**config.mk**
```make
export PLATFORM = sky130hd
export DESIGN_NAME = pwr_req_mailbox
export DESIGN_NICKNAME = d
export VERILOG_FILES = /design/src/rtl/pwrmb_pkg.sv /design/src/rtl/pwrmb_opp_rom.sv /design/src/rtl/pwrmb_sequencer.sv /design/src/rtl/pwrmb_status.sv /design/src/rtl/pwr_req_mailbox.sv
export SDC_FILE = /design/constraint.sdc
export NUM_CORES = 1
export LEC_CHECK = 0
export ABC_AREA = 1
export BUFFER_PORTS_ARGS = -buffer_cell sky130_fd_sc_hd__buf_2
export CORE_MARGIN = 2
export CORE_UTILIZATION = 40
export DETAILED_ROUTE_END_ITERATION = 8
export MAX_ROUTING_LAYER = met4
export PLACE_DENSITY = 0.64
export SLEW_MARGIN = 20
export SYNTH_ARGS = -nofsm -noshare
export SYNTH_HDL_FRONTEND = slang
export SYNTH_SLANG_ARGS = --single-unit
```
**constraint.sdc**
```tcl
create_clock -name clk -period 3.1 [get_ports clk]
set_input_delay 0.155 -clock clk [delete_from_list [all_inputs] [get_ports clk]]
set_output_delay 0.155 -clock clk [all_outputs]
set_load 0.01 [all_outputs]
```
**src/rtl/pwrmb_pkg.sv**
```systemverilog
package pwrmb_pkg;

    localparam int MAX_OPP   = 8;
    localparam int LVL_W     = 3;
    localparam int STAT_W    = 12;

    localparam logic [7:0] A_BIG_LVL  = 8'h00;
    localparam logic [7:0] A_BIG_PEND = 8'h04;
    localparam logic [7:0] A_LIT_LVL  = 8'h08;
    localparam logic [7:0] A_LIT_PEND = 8'h0C;
    localparam logic [7:0] A_CMD      = 8'h10;
    localparam logic [7:0] A_CMD_PEND = 8'h14;
    localparam logic [7:0] A_STATUS   = 8'h18;
    localparam logic [7:0] A_FLAG     = 8'h1C;
    localparam logic [7:0] A_WDATA    = 8'h70;
    localparam logic [7:0] A_RDATA    = 8'h74;

    localparam logic [7:0]  FN_OPP  = 8'd6;
    localparam logic [7:0]  FN_STAT = 8'd14;
    localparam int          BIG_TBL_W = 'hC10 >> 2;
    localparam int          LIT_TBL_W = 'hC30 >> 2;

    typedef enum logic [1:0] {
        REQ_BIG = 2'd0,
        REQ_LIT = 2'd1,
        REQ_CFG = 2'd2
    } req_kind_e;

    typedef struct packed {
        req_kind_e   kind;
        logic [7:0]  func;
        logic [19:0] arg;
    } req_t;

    function automatic logic [31:0] opp_word(input logic lit, input int idx);
        int volt;
        int fld;
        if (lit) begin
            volt = 800 + 25 * idx;
            fld  = 15000 + 2500 * idx;
        end else begin
            volt = 900 + 25 * idx;
            fld  = 25000 + 5000 * idx;
        end
        return {volt[11:0], fld[19:0]};
    endfunction

    function automatic logic [3:0] stat_bit(input req_kind_e k, input logic err);
        return {k, 2'b00} + {3'b000, err};
    endfunction

endpackage

```
**src/rtl/pwrmb_opp_rom.sv**
```systemverilog
module pwrmb_opp_rom
    import pwrmb_pkg::*;
#(
    parameter int N_OPP_BIG = 8,
    parameter int N_OPP_LIT = 8
) (
    input  logic [19:0] word_off,
    output logic        hit,
    output logic [31:0] word
);

    always_comb begin
        hit  = 1'b0;
        word = '0;
        for (int i = 0; i < MAX_OPP; i++) begin
            if (i < N_OPP_BIG && word_off == 20'(BIG_TBL_W + i)) begin
                hit  = 1'b1;
                word = opp_word(1'b0, i);
            end
            if (i < N_OPP_LIT && word_off == 20'(LIT_TBL_W + i)) begin
                hit  = 1'b1;
                word = opp_word(1'b1, i);
            end
        end
    end

endmodule

```
**src/rtl/pwrmb_sequencer.sv**
```systemverilog
module pwrmb_sequencer
    import pwrmb_pkg::*;
#(
    parameter int BUSY_CYCLES = 16
) (
    input  logic clk,
    input  logic rst,
    input  logic start_i,
    input  req_t req_i,
    output logic busy_o,
    output logic done_o,
    output req_t cur_o
);

    localparam int CNT_W = $clog2(BUSY_CYCLES + 1);

    logic [CNT_W-1:0] cnt;

    always_ff @(posedge clk) begin
        if (rst) begin
            busy_o <= 1'b0;
            cnt    <= '0;
            cur_o  <= '0;
        end else if (!busy_o && start_i) begin
            busy_o <= 1'b1;
            cnt    <= CNT_W'(BUSY_CYCLES);
            cur_o  <= req_i;
        end else if (busy_o) begin
            if (cnt == CNT_W'(1))
                busy_o <= 1'b0;
            cnt <= cnt - CNT_W'(1);
        end
    end

    assign done_o = busy_o && (cnt == CNT_W'(1));

    // a request landing in the busy window must not replace the one in flight
    assert_drop_when_busy_R8: assert property (@(posedge clk) disable iff (rst)
        (busy_o && start_i) |=> $stable(cur_o));

    // the busy period ends at the completion edge
    assert_done_ends_busy_R2: assert property (@(posedge clk) disable iff (rst)
        done_o |=> !busy_o);

endmodule

```
**src/rtl/pwrmb_status.sv**
```systemverilog
module pwrmb_status
    import pwrmb_pkg::*;
(
    input  logic              clk,
    input  logic              rst,
    input  logic              clr_i,
    input  logic              post_i,
    input  req_kind_e         post_kind_i,
    input  logic              post_err_i,
    output logic [STAT_W-1:0] status_o,
    output logic              irq_o
);

    logic [STAT_W-1:0] nxt;

    always_comb begin
        nxt = clr_i ? '0 : status_o;
        if (post_i)
            nxt[stat_bit(post_kind_i, post_err_i)] = 1'b1;
    end

    always_ff @(posedge clk) begin
        if (rst) status_o <= '0;
        else     status_o <= nxt;
    end

    assign irq_o = |status_o;

    assert_read_clears_R9: assert property (@(posedge clk) disable iff (rst)
        (clr_i && !post_i) |=> (!irq_o && status_o == '0));

    assert_post_raises_R10: assert property (@(posedge clk) disable iff (rst)
        post_i |=> irq_o);

    assert_held_until_read_R10: assert property (@(posedge clk) disable iff (rst)
        (irq_o && !clr_i) |=> irq_o);

endmodule

```
**src/rtl/pwr_req_mailbox.sv**
```systemverilog
module pwr_req_mailbox
    import pwrmb_pkg::*;
#(
    parameter int BUSY_CYCLES = 16,
    parameter int N_OPP_BIG   = 8,
    parameter int N_OPP_LIT   = 8
) (
    input  logic        clk,
    input  logic        rst,
    input  logic        bus_wr,
    input  logic        bus_rd,
    input  logic [7:0]  bus_addr,
    input  logic [31:0] bus_wdata,
    output logic [31:0] bus_rdata,
    output logic        irq
);

    logic [LVL_W-1:0]  big_lvl, lit_lvl;
    logic [31:0]       cmd_q, wdata_q, rdata_q;
    logic              start;
    req_t              new_req, cur;
    logic              busy, done;
    logic              rom_hit;
    logic [31:0]       rom_word;
    logic              res_err;
    logic [31:0]       cfg_word;
    logic [STAT_W-1:0] status;
    logic              stat_clr;

    // request decode from the bus
    always_comb begin
        start   = 1'b0;
        new_req = '0;
        if (bus_wr) begin
            unique case (bus_addr)
                A_BIG_LVL: begin
                    start        = 1'b1;
                    new_req.kind = REQ_BIG;
                    new_req.arg  = {12'b0, bus_wdata[7:0]};
                end
                A_LIT_LVL: begin
                    start        = 1'b1;
                    new_req.kind = REQ_LIT;
                    new_req.arg  = {12'b0, bus_wdata[7:0]};
                end
                A_CMD: begin
                    start        = bus_wdata[31];
                    new_req.kind = REQ_CFG;
                    new_req.func = bus_wdata[27:20];
                    new_req.arg  = bus_wdata[19:0];
                end
                default: ;
            endcase
        end
    end

    pwrmb_sequencer #(.BUSY_CYCLES(BUSY_CYCLES)) u_seq (
        .clk(clk), .rst(rst), .start_i(start), .req_i(new_req),
        .busy_o(busy), .done_o(done), .cur_o(cur)
    );

    pwrmb_opp_rom #(.N_OPP_BIG(N_OPP_BIG), .N_OPP_LIT(N_OPP_LIT)) u_rom (
        .word_off(cur.arg), .hit(rom_hit), .word(rom_word)
    );

    // outcome of the request in flight, judged at completion
    always_comb begin
        cfg_word = '0;
        res_err  = 1'b1;
        unique case (cur.kind)
            REQ_BIG: res_err = cur.arg >= 20'(N_OPP_BIG);
            REQ_LIT: res_err = cur.arg >= 20'(N_OPP_LIT);
            REQ_CFG: begin
                if (cur.func == FN_OPP) begin
                    res_err  = !rom_hit;
                    cfg_word = rom_word;
                end else if (cur.func == FN_STAT && cur.arg == '0) begin
                    res_err  = 1'b0;
                    cfg_word = {25'b0, lit_lvl, 1'b0, big_lvl};
                end
            end
            default: res_err = 1'b1;
        endcase
    end

    always_ff @(posedge clk) begin
        if (rst) begin
            big_lvl <= '0;
            lit_lvl <= '0;
            rdata_q <= '0;
            cmd_q   <= '0;
            wdata_q <= '0;
        end else begin
            if (bus_wr && bus_addr == A_CMD)   cmd_q   <= bus_wdata;
            if (bus_wr && bus_addr == A_WDATA) wdata_q <= bus_wdata;
            if (done && !res_err) begin
                unique case (cur.kind)
                    REQ_BIG: big_lvl <= cur.arg[LVL_W-1:0];
                    REQ_LIT: lit_lvl <= cur.arg[LVL_W-1:0];
                    default: rdata_q <= cfg_word;
                endcase
            end
        end
    end

    assign stat_clr = bus_rd && bus_addr == A_STATUS;

    pwrmb_status u_stat (
        .clk(clk), .rst(rst), .clr_i(stat_clr), .post_i(done),
        .post_kind_i(cur.kind), .post_err_i(res_err),
        .status_o(status), .irq_o(irq)
    );

    // registered read port
    always_ff @(posedge clk) begin
        if (rst) begin
            bus_rdata <= '0;
        end else if (bus_rd) begin
            unique case (bus_addr)
                A_BIG_LVL:  bus_rdata <= {29'b0, big_lvl};
                A_BIG_PEND: bus_rdata <= {31'b0, busy && cur.kind == REQ_BIG};
                A_LIT_LVL:  bus_rdata <= {29'b0, lit_lvl};
                A_LIT_PEND: bus_rdata <= {31'b0, busy && cur.kind == REQ_LIT};
                A_CMD:      bus_rdata <= cmd_q;
                A_CMD_PEND: bus_rdata <= {31'b0, busy && cur.kind == REQ_CFG};
                A_STATUS:   bus_rdata <= {20'b0, status};
                A_FLAG:     bus_rdata <= {31'b0, busy};
                A_WDATA:    bus_rdata <= wdata_q;
                A_RDATA:    bus_rdata <= rdata_q;
                default:    bus_rdata <= '0;
            endcase
        end
    end

    assert_level_kept_on_error_R3: assert property (@(posedge clk) disable iff (rst)
        (done && res_err && cur.kind != REQ_CFG) |=> ($stable(big_lvl) && $stable(lit_lvl)));

    assert_rdata_kept_on_error_R6: assert property (@(posedge clk) disable iff (rst)
        (done && res_err) |=> $stable(rdata_q));

    assert_nostart_no_busy_R7: assert property (@(posedge clk) disable iff (rst)
        (!busy && bus_wr && bus_addr == A_CMD && !bus_wdata[31]) |=> !busy);

endmodule

```
Yosys cells after proc, flatten, opt, wreduce, memory -nomap -nowiden

Index checks and enable logic that the tools add are counted.

Add/sub/neg operators: 2
$lt $le $gt $ge: 3
Equal/unequal tests: 30
Multiplexer cells: 54
Bitwise gates (word level): 2
Reductions and logical operators: 25

Operators with widths:

| kind                 | count |
|---|---|
| $mux 32              | 16 |
| $eq 20x10->1 const B | 16 |
| $pmux 32 s10         | 1 |
| $mux 30              | 3 |
| $pmux 20 s2          | 1 |
| $eq 8x5->1 const B   | 4 |
| $eq 8x4->1 const B   | 3 |
| $mux 12              | 2 |
| $mux 1               | 23 |
| $ge 20x4->1 const B  | 1 |
| $logic_not 20->1     | 1 |
| $eq 8x3->1 const B   | 2 |
| $eq 8x7->1 const B   | 2 |
| $or 12x12->12        | 1 |
| $reduce_or 12->1     | 1 |
| $logic_and 1x1->1    | 11 |
| $mux 5               | 2 |
| $logic_not 8->1      | 1 |
| $mux 8               | 1 |
| $mux 7               | 1 |
| $reduce_and 2->1     | 3 |
| $reduce_or 2->1      | 3 |
| $eq 5x1->1 const B   | 1 |
| $lt 4x5->1 const B   | 1 |
| other kinds (12)     | 15 |

Flip-flop bits (word level): 182
Bits of input ports: 44
Output and inout bits: 33

Longest topological paths before layout

Gate-level depths: netlist of the first run.

Word-level depth: 27
Depth in mapped cells: 16
Gate-level depth less buffers: 16

Modules after synthesis

From an unflattened synthesis of the first run, not the netlist that was laid out.

Cells, all modules: 1,331
Area, all modules: 8,750.9 sq um

Modules (own cells, without submodules):

| module          | instances | cells each | area an instance (sq um) | sequential area each (sq um) |
|---|---|---|---|---|
| pwr_req_mailbox | 1         | 941        | 6,213.5                  | 2,682.6 |
| pwrmb_sequencer | 1         | 178        | 1,327.5                  | 720.7 |
| pwrmb_opp_rom   | 1         | 167        | 909.6                    | 0.0 |
| pwrmb_status    | 1         | 45         | 300.3                    | 120.1 |

Least setup slack after synthesis of the first run

No wires, ideal clock.

Path type: register to register
Start point: reg u_seq.cur_o[14] in the netlist's numbering
End point: reg rdata_q[25]
Setup time: 0.132 ns
Data arrival time: 1.774 ns
Slack: 1.195 ns
Cell stages (with the launch flop): 15
Period minus slack after synthesis: 1.905 ns
Path through: dfxtp_1 -> nor2_1 -> nand3_1 -> nor2_2 -> buf_2 -> nand3_1 -> nand3_1 -> nor2_1 -> nand4_1 -> nand2_2 -> nand2_4 -> buf_2 -> nand3_2 -> nor2_1 -> nor3_1

Longest elaborated chain between the ends: 23
Elaborated cells on any way between the ends: 59

RTL lines:

| element                           | RTL line               | RTL |
|---|---|---|
| start, declared                   | pwrmb_sequencer.sv:12  | `output req_t cur_o` |
| start signal, assigned            | pwrmb_sequencer.sv:27  | `cur_o <= req_i;` |
| $eq 20x10->1                      | pwrmb_opp_rom.sv:16    | `if (i < N_OPP_BIG && word_off == 20'(BIG_TBL_W + i)) begin` |
| $mux 1                            | pwrmb_opp_rom.sv:16    |  |
| $mux 1                            | pwrmb_opp_rom.sv:20    | `if (i < N_OPP_LIT && word_off == 20'(LIT_TBL_W + i)) begin` |
| $mux 1                            | pwrmb_opp_rom.sv:16    |  |
| $mux 1                            | pwrmb_opp_rom.sv:20    |  |
| $mux 1                            | pwrmb_opp_rom.sv:16    |  |
| $mux 1                            | pwrmb_opp_rom.sv:20    |  |
| $mux 1                            | pwrmb_opp_rom.sv:16    |  |
| [7 not listed]                    | n/a                    |  |
| $mux 1                            | pwrmb_opp_rom.sv:16    |  |
| $mux 1                            | pwrmb_opp_rom.sv:20    |  |
| $logic_not 1->1                   | pwr_req_mailbox.sv:75  | `res_err = !rom_hit;` |
| $mux 1                            | pwr_req_mailbox.sv:74  | `if (cur.func == FN_OPP) begin` |
| $pmux 1 s2                        | pwr_req_mailbox.sv:70  | `unique case (cur.kind)` |
| $logic_not 1->1                   | pwr_req_mailbox.sv:96  | `if (done && !res_err) begin` |
| $logic_and 1x1->1                 | pwr_req_mailbox.sv:96  |  |
| $reduce_and 2->1 (no source line) | n/a                    |  |
| end signal, assigned              | pwr_req_mailbox.sv:100 | `default: rdata_q <= cfg_word;` |
| end, declared                     | pwr_req_mailbox.sv:19  | `logic [31:0] cmd_q, wdata_q, rdata_q;` |

Several ways; a longest one is shown, not always the timed one.
A chain may end at the register's enable or synchronous reset.

Worst setup path in the final report of the first run

Start point: reg u_seq.cur_o[14] in the netlist's numbering
End point: reg rdata_q[24]

The elaborated chain is that of the path after synthesis.

==> impl_metrics.json, run 1 <==
{
  "status": "complete, no violations",
  "critPathCaptureType": "flip-flop",
  "max_freq_ghz": 0.3662,
  "diodes": 0,
  "synth_area_leaders": "dfxtp_1, nand2_1, a21oi_1",
  "synth_seq_cells": 170,
  "maxSlewHeadroom_pct": 30.76,
  "synth_top_family_by_area": "simple AND/OR/NAND/NOR gates",
  "p_leak_nw": 3.688,
  "nets": 1259,
  "grt_max_degree": 69,
  "post-route-min-period_ns": 2.731,
  "clock_skew_ns": 0.01125,
  "rows": 51,
  "ff2ff_path_depth": 12,
  "synthCells": 1150,
  "fin_tns_setup_ns": 0,
  "cts_buffers": 17,
  "dieWidth_um": 144.3,
  "cp-start-kind": "flip-flop",
  "clk_path_buf_depth": 2,
  "synth.distinct_cells": 38,
  "path_max_fanout": 26,
  "synth-xor-area-share_pct": 0.1113,
  "hold_ws_ns": 0.006854,
  "cts_tree": "yes",
  "async_flop_share_pct": 0,
  "arrival_ns": 3.05,
  "wl_um": 24360,
  "worstSkewPairLatency_ns": 0.44,
  "layout_commonest_cell": "nand2_1",
  "synth.area.mux_share_pct": 0,
  "hpwl_um": 17510,
  "ys_warn_count": 0,
  "drive_above_1_share_pct": 12.65,
  "synth_area_leader_cell": "dfxtp_1",
  "rrSetupSlack_ns": 0.37,
  "yosysSeqAreaShare_pct": 43.25,
  "clock_sinks": 170,
  "grt-ovfl-total": 0,
  "die_h_um": 144.3,
  "hp-start": "bus_wdata[18]",
  "route.detailed.drc": 0,
  "max-cap-violations": 0,
  "switching_share_pct": 23.83,
  "wl_per_cell_um": 16.35,
  "p_int_mw": 3.490,
  "combPwrFrac_pct": 3.6,
  "first_pass_iters": 6,
  "synth_edf_count": 0,
  "postRouteAntennaNets": 0,
  "syn_area_mm2": 0.007869,
  "h-tree-depth": 4,
  "drv_slew": 0,
  "final_cell_mix": "nand2_1, dfxtp_1, a21oi_1",
  "hold_end": "u_seq.cur_o[18]",
  "ys.flop_type": "dfxtp_1",
  "antenna_found_initial": 0,
  "min_path_cells": 3,
  "fin_crit_sh_pct": 88.09,
  "dieArea_mm2": 0.02081,
  "r2r-start": "u_seq.cur_o[14]",
  "cts-root-buf": "clkbuf_16",
  "synthesis.nets": 1196,
  "gp_congestion": 0.9786,
  "grt_pass1_wl_um": 38200,
  "r2r-end": "rdata_q[24]",
  "synth-simple-area-share_pct": 28.02,
  "rsz0062_at_grt": "no",
  "port_buffers": 76,
  "crit_type": "reg2reg",
  "avgSynthCellArea_um2": 6.842,
  "crit_required_ns": 3.42,
  "initial_core_util_pct": 40.56,
  "power_density_mw_per_mm2": 500.2,
  "clk_pin_slew_worst_paths_ns": 0.07,
  "setup_ws_ns": 0.3693,
  "syn_to_final_growth_pct": 16.41,
  "pre_cts_slack_ns": 0.4430,
  "grt_usage_pct": 24.39,
  "hold_path.class": "in2reg",
  "synth-compound-area-share_pct": 19.32,
  "grt_pass1_vias": 7153,
  "postCtsResizedCells": 0,
  "synth_fa_ha_area_share_pct": 0.3180,
  "tightestPinTransition_ns": 1.035,
  "hold_violations": 0,
  "io_pins": 77,
  "vdd_drop_max_mv": 0.3230,
  "vias": 7963,
  "power_frac_seq_pct": 47.8,
  "p_clk_share_pct": 48.6,
  "synth_top_area_share_pct": 43.25,
  "switchingPower_mw": 1.092,
  "core_area_mm2": 0.01940,
  "setup_viol": 0,
  "drtIter0Drc": 814,
  "power.total_mw": 4.582,
  "viasPerCell": 5.344
}
## flip-flops by register name, summed over array words and instances (netlist names)
signal and cells:
cmd_q 32, u_seq.cnt 5, u_stat.status_o 6, big_lvl 3, lit_lvl 3, u_seq.busy_o 1, wdata_q 32, u_seq.cur_o 30
rdata_q 26, bus_rdata 32
## area by class of cell
class,instances,area (µm²)
Timing Repair Buffer,101,583.1
Multi-Input combinational cell,797,3761
Clock inverter,12,155.1
Fill cell,2028,10240
Clock buffer,19,452.9
Sequential cell,170,3403
Tap cell,265,331.6
Inverter,126,473.0
## worst max-delay path by stage
| stage | endpoint | start | cells after the start | slack, ns |
|---|---|---|---|---|
| finish | rdata_q[24] | u_seq.cur_o[14] | 12 | 0.37 |
| global route | rdata_q[24] | u_seq.cur_o[14] | 12 | 0.16 |
| CTS | rdata_q[24] | u_seq.cur_o[14] | 12 | 0.41 |
| detailed placement | rdata_q[24] | u_seq.cur_o[14] | 12 | 0.44 |
| global placement | rdata_q[5] | u_seq.cur_o[14] | 14 | 0.42 |
| floorplan | rdata_q[25] | u_seq.cur_o[14] | 14 | 1.19 |
## worst max-delay path: stages, from the launching register on
cell     delay (ns)
dfxtp_1        0.32
nor2_1         0.10
nand3_1        0.08
nor2_2         0.42
nand3_1        0.14
nor2_1         0.32
nor2_1         0.14
nand4_1        0.16
nand2_2        0.09
nand2_4        0.17
nand2_2        0.31
o21ai_0        0.31
a21oi_1        0.06
## cell families (layout without fill, tap and decap cells)
family / Yosys count / after routing
and+or+nand+nor: 514 / 514
AOI/OAI and AO/OA: 280 / 280
buffers and inverters: 183 / 258
DFF: 170 / 170
adders and majority gates: 2 / 2
xor gates and xnor gates: 1 / 1
## layer usage
layer  vias to the layer above  wire, µm  share of wire, %  global-route usage, %
li1                       3927         -                 -                      -
met1                      3735     11440                47                  32.84
met2                       260     11140                46                  38.42
met3                        41      1293               5.3                  3.940
met4                         0       486               2.0                  6.285
met5                         -         0                 0                      -
## stage by stage
step | instance area, µm² | cells | utilization (%)
finish | 9160 | 1490 | 47.22
global placement | 8492 | 1453 | 43.78
CTS | 9160 | 1490 | 47.22
detailed placement | 8492 | 1453 | 43.78
floorplan | 7869 | 1150 | -
global route | 9160 | 1490 | 47.22
## repair_timing
| item | 4_1_cts | 5_1_grt |
|---|---|---|
| setup buffers | 0 | 0 |
| hold endpoints to repair | 10 | 0 |
| hold buffers | 6 | 0 |
## cells in the mapped netlist, types with 10 or more instances
master	n
nor2_1	100
clkbuf_1	40
nor3_1	24
buf_2	10
a21oi_1	143
o211ai_1	17
inv_1	111
nand4_1	23
a31oi_1	10
o21ai_0	82
dfxtp_1	170
inv_2	12
nand3_1	60
nand2_1	279
## power groups by stage
stage	Sequential (mW)	Combinational [mW]	Clock, mW
after floorplan	2.24	0.0853	0
after global placement	2.24	0.156	0
after detailed placement	2.24	0.156	0
after CTS	2.19	0.162	2.25
after global routing	2.19	0.179	2.35
final	2.19	0.164	2.23
Power figures use the tool's default switching activity.
==> inputs of run 2 (changes only) <==
==> constraint.sdc (replaced) <==
create_clock -name clk -period 3.1 [get_ports clk]
set_input_delay 0.93 -clock clk [delete_from_list [all_inputs] [get_ports clk]]
set_output_delay 0.93 -clock clk [all_outputs]
set_load 0.01 [all_outputs]
==> run 2 against run 1 <==
Fmax is 3.7% higher. Sequential power hardly changed. Power is 1.5% lower. Clock skew is 0.00062 ns lower. First-iteration DRC count is 19% lower. Critical endpoint is now rdata_q[7].
==> impl_metrics.json, run 2 (synthesized netlist as in run 1, its figures left out) <==
{
  "route.detailed.drc": 0,
  "cts_hold_repair.buffers": 0,
  "maxSlewHeadroom_pct": 31.67,
  "viasPerCell": 5.234,
  "diodes": 0,
  "final-instance-count-excl-fill": 1491,
  "max-cap-violations": 0,
  "dieArea_mm2": 0.02081,
  "cp-start-kind": "flip-flop",
  "nets": 1260,
  "layout_commonest_cell": "nand2_1",
  "vdd_drop_max_mv": 0.3953,
  "grt_use_met3_pct": 4.007,
  "crit_type": "reg2reg",
  "wl_per_cell_um": 16.19,
  "rows": 51,
  "drive_above_1_share_pct": 13.13,
  "die_h_um": 144.3,
  "hold_path.class": "reg2reg",
  "wl_um": 24130,
  "crit_required_ns": 3.45,
  "gp_congestion": 1.011,
  "antenna_found_initial": 0,
  "clk_path_buf_depth": 2,
  "postCtsSetupRepairBufs": 0,
  "path_max_fanout": 16,
  "numPlacedInstances": 1460,
  "tightestPinTransition_ns": 1.024,
  "grt_pass1_vias": 7057,
  "power_density_mw_per_mm2": 491.7,
  "first_pass_iters": 5,
  "worstSkewPairLatency_ns": 0.44,
  "grt_max_degree": 47,
  "final_cell_mix": "nand2_1, dfxtp_1, a21oi_1",
  "cts_buffers": 17,
  "hpwl_um": 17650,
  "postCtsResizedCells": 0,
  "fin_crit_sh_pct": 84.91,
  "clock_skew_ns": 0.01063,
  "port_buffers": 76,
  "grt_usage_pct": 24.09,
  "vias": 7804,
  "status": "complete, no violations",
  "max_freq_ghz": 0.3799,
  "core_area_mm2": 0.01940,
  "io_pins": 77,
  "pre_cts_slack_ns": 0.3843,
  "final_core_util_pct": 47.30,
  "drv_slew": 0,
  "critPathCaptureType": "flip-flop",
  "grt-ovfl-total": 0,
  "post-route-min-period_ns": 2.632,
  "hold_violations": 0,
  "reg_top3": "bus_rdata (32), cmd_q (32), wdata_q (32)",
  "met1_usage_pct": 32.16,
  "fin_tns_setup_ns": 0,
  "postRouteAntennaNets": 0,
  "p_leak_nw": 3.681,
  "use_met2_pct": 37.27,
  "syn_to_final_growth_pct": 16.60,
  "grt_pass1_wl_um": 37590,
  "clk_pin_slew_worst_paths_ns": 0.07,
  "setup_viol": 0,
  "initial_core_util_pct": 40.56,
  "dieWidth_um": 144.3,
  "arrival_ns": 2.98,
  "rsz0062_at_grt": "no",
  "grt.busiest_layer": "met2",
  "drtIter0Drc": 657,
  "h-tree-depth": 4,
  "cts-root-buf": "clkbuf_16",
  "cts_tree": "yes",
  "rrSetupSlack_ns": 0.47,
  "n_fill_cell": 2026,
  "clock_sinks": 170,
  "setup_ws_ns": 0.4678
}
## run 2: changes by cell type in the layout (fill, tap and decap cells not counted), sizes merged
cell         before  now
buf              95  102
clkbuf           19   18
clkinvlp          0    4
dlygate4sd3       6    0
clkinv            6    3
## run 2: report_power, final
part	internal [mW]	switching (mW)	leakage, nW
clock	1.21	0.948	0.277
sequential	2.19	0.00266	1.37
combinational	0.0468	0.117	2.04
total	3.44	1.07	3.68
## run 2: final timing paths
check | endpoint | startpoint | depth (start not counted)
worst min register to register | wdata_q[31] | wdata_q[31] | 2
worst max register to register | rdata_q[7] | u_seq.cur_o[10] | 14
worst min-delay path | wdata_q[31] | wdata_q[31] | 2
worst max-delay path | rdata_q[7] | u_seq.cur_o[10] | 14
## run 2: cell type report
cell class / count / area (µm²) / share of cell area [%]
Clock inverter: 13 / 163.9 / 1.786
Tap cell: 265 / 331.6 / 3.614
Multi-Input combinational cell: 797 / 3761 / 40.99
Timing Repair Buffer: 102 / 613.1 / 6.682
Sequential cell: 170 / 3403 / 37.09
Inverter: 126 / 473.0 / 5.155
Clock buffer: 18 / 429.2 / 4.677
## run 2: per-layer routing
layer / wire [µm] / share of wire [%]
met2: 11020 / 46
met5: 0 / 0
met4: 624 / 2.6
met1: 10990 / 46
met3: 1494 / 6.2
## run 2: critical path, cell delays in order (launching register included)
cell and delay, ns:
dfxtp_1 0.33, nor2_1 0.10, nand3_1 0.12, nor2_2 0.43
nand3_1 0.29, nand3_1 0.18, nor2_1 0.05, nand4_1 0.13
nand2_2 0.08, nand2_4 0.11, buf_4 0.18, nand2_4 0.09
nor2_8 0.22, nand2_1 0.08, a21oi_1 0.14
## run 2: through the flow
| step | power (mW) | instance area (µm²) | hold WS, ns |
|---|---|---|---|
| 6_report | 4.511 | 9175 | 0.4469 |
| 5_1_grt | 4.649 | 9175 | 0.4667 |
| 4_1_cts | 4.529 | 9175 | 0.4468 |
| 3_5_place_dp | 2.402 | 8582 | 0.4357 |
| 3_3_place_gp | 2.402 | 8582 | 0.4336 |
| 2_1_floorplan | 2.324 | 7869 | 0.4245 |
==> inputs of run 3 (changes only) <==
ABC_AREA = 0   (was 1)
clock period = 2.5 ns   (was 3.1 ns; I/O delays follow)
==> run 3 against run 2 <==
Worst hold slack improved by 0.0088 ns. Final cell count decreased by 16%. First-iteration DRC count increased by 21%. Count of clock-buffer cells in the layout increased by 3. Non-clock buffer count increased by 33. Synthesized cell count decreased by 20%. Via count decreased by 7.7%.
==> impl_metrics.json, run 3 <==
{
  "port_buffers": 76,
  "yosysMostFrequentCell": "nand2_1",
  "avgSynthCellArea_um2": 8.129,
  "wl_um": 22830,
  "p_leak_nw": 3.207,
  "n_fill_cell": 1807,
  "synth_area_leader_cell": "dfxtp_1",
  "layout_commonest_cell": "nand2_1",
  "clock_sinks": 170,
  "fin_crit_sh_pct": 97.62,
  "power.total_mw": 5.661,
  "clock_skew_ns": 0.008856,
  "critPathSlowestCell": "or4_4",
  "yosysSeqAreaShare_pct": 45.31,
  "syn_area_mm2": 0.007511,
  "wl_per_cell_um": 18.26,
  "arrival_ns": 2.81,
  "tightestPinTransition_ns": 1.118,
  "power_density_mw_per_mm2": 626.1,
  "gp_congestion": 0.9051,
  "route.detailed.drc": 0,
  "hold_ws_ns": 0.4557,
  "crit_type": "reg2reg",
  "cts-root-buf": "clkbuf_16",
  "crit_chain": "or4_4 -> or4_4 -> or3_4 -> a21oi_4 -> buf_6 -> mux2i_1",
  "antenna_found_initial": 0,
  "grt_max_degree": 46,
  "nets": 1049,
  "diodes": 0,
  "grt_usage_pct": 23.63,
  "dieArea_mm2": 0.01989,
  "synth_seq_cells": 170,
  "clk_pin_slew_worst_paths_ns": 0.07,
  "max_freq_ghz": 0.4098,
  "clk_path_buf_depth": 2,
  "rows": 50,
  "cp-start-kind": "flip-flop",
  "syn_to_final_growth_pct": 20.37,
  "drive_above_1_share_pct": 18.01,
  "dpl_cell_area_mm2": 0.008406,
  "vdd_drop_max_mv": 0.5008,
  "dieWidth_um": 141.0,
  "die_h_um": 141.0,
  "synth_top_area_share_pct": 45.31,
  "ys.flop_type": "dfxtp_1",
  "reg_top3": "bus_rdata (32), cmd_q (32), wdata_q (32)",
  "cts_hold_repair.buffers": 0,
  "hpwl_um": 15590,
  "status": "complete, no violations",
  "h-tree-depth": 4,
  "first_pass_iters": 8,
  "grt_pass1_vias": 6710,
  "max_stage_delay_ns": 0.56,
  "max-cap-violations": 0,
  "critPathCaptureType": "flip-flop",
  "pre_cts_slack_ns": -0.006711,
  "final_cell_mix": "nand2_1, dfxtp_1, a21oi_1",
  "grt_pass1_wl_um": 36050,
  "synth_edf_count": 0,
  "fin_tns_setup_ns": 0,
  "initial_core_util_pct": 40.42,
  "setup_viol": 0,
  "worst_path_most_repeated_cell": "or4_4",
  "hold_violations": 0,
  "worstSkewPairLatency_ns": 0.44,
  "synth_common_cells": "nand2_1, dfxtp_1, a21oi_1",
  "cts_tree": "yes",
  "hold_path.class": "reg2reg",
  "synth.distinct_cells": 64,
  "grt-ovfl-total": 0,
  "core_area_mm2": 0.01858,
  "maxSlewHeadroom_pct": 25.17,
  "fin_area_mm2": 0.009041,
  "crit_required_ns": 2.87,
  "ys_warn_count": 0,
  "viasPerCell": 5.763,
  "post-route-min-period_ns": 2.440,
  "synthCells": 924,
  "path_max_fanout": 12,
  "io_pins": 77,
  "drv_slew": 0,
  "drtIter0Drc": 794,
  "cts_buffers": 17,
  "synth_area_leaders": "dfxtp_1, nand2_1, a21oi_1",
  "synthesis.nets": 970,
  "postRouteAntennaNets": 0,
  "async_flop_share_pct": 0,
  "vias": 7204,
  "setup_ws_ns": 0.05958,
  "rsz0062_at_grt": "yes"
}
-- run 3: worst max-delay path, delay by kind of cell (launching register included) --
kind            cells  cell delay, ns
simple gates        3            1.45
flops               1            0.31
mux                 1            0.19
compound gates      1            0.21
buf+inv             1            0.20
-- run 3: through the flow --
stage	cells	utilization (%)
floorplan	924	-
CTS	1249	48.54
global route	1250	48.66
global placement	1217	45.24
finish	1250	48.66
detailed placement	1217	45.24
-- run 3: final cells by class --
cell class	count	area, µm²	area share, %
clock buffer	21	470.5	5.203
clock inverter	11	142.6	1.578
inverter	17	63.81	0.7058
multi-input combinational	662	3781	41.82
sequential	170	3403	37.64
tap	234	292.8	3.238
timing repair buffer	135	887.1	9.812
-- run 3: power breakdown --
group          internal (mW)  total (mW)  switching, mW
Combinational         0.0580       0.184          0.126
Sequential              2.71        2.71        0.00155
Clock                   1.65        2.77           1.12
-- run 3: routing by layer --
metal | share of wire, % | vias to the layer above | track usage [%]
met5 | 0 | - | -
met4 | 1.5 | 0 | 7.368
met3 | 6.0 | 27 | 4.484
met2 | 46 | 261 | 35.66
met1 | 47 | 3476 | 32.18
li1 | - | 3440 | -
-- run 3: path summary, 6_finish.rpt --
kind	start	to	slack, ns	cells after the start
worst max-delay path	u_seq.cur_o[24]	rdata_q[3]	0.06	6
worst min-delay path	cmd_q[27]	cmd_q[27]	0.46	2
worst max register to register	u_seq.cur_o[24]	rdata_q[3]	0.06	6
worst min register to register	cmd_q[27]	cmd_q[27]	0.46	2
-- run 3: logic make-up after synthesis --
kind of cell               share of synthesized area [%]
AOI/OAI and AO/OA                                  22.39
xor gates and xnor gates                          0.8163
adders and majority gates                         0.4664
buffers and inverters                              4.814
DFF                                                45.31
muxes                                              2.349
and+or+nand+nor                                    23.85
-- run 3: timing repair --
item | CTS | global route
setup buffers | 0 | 1
endpoints found under the setup margin | 0 | 26
resized for setup | 0 | 4
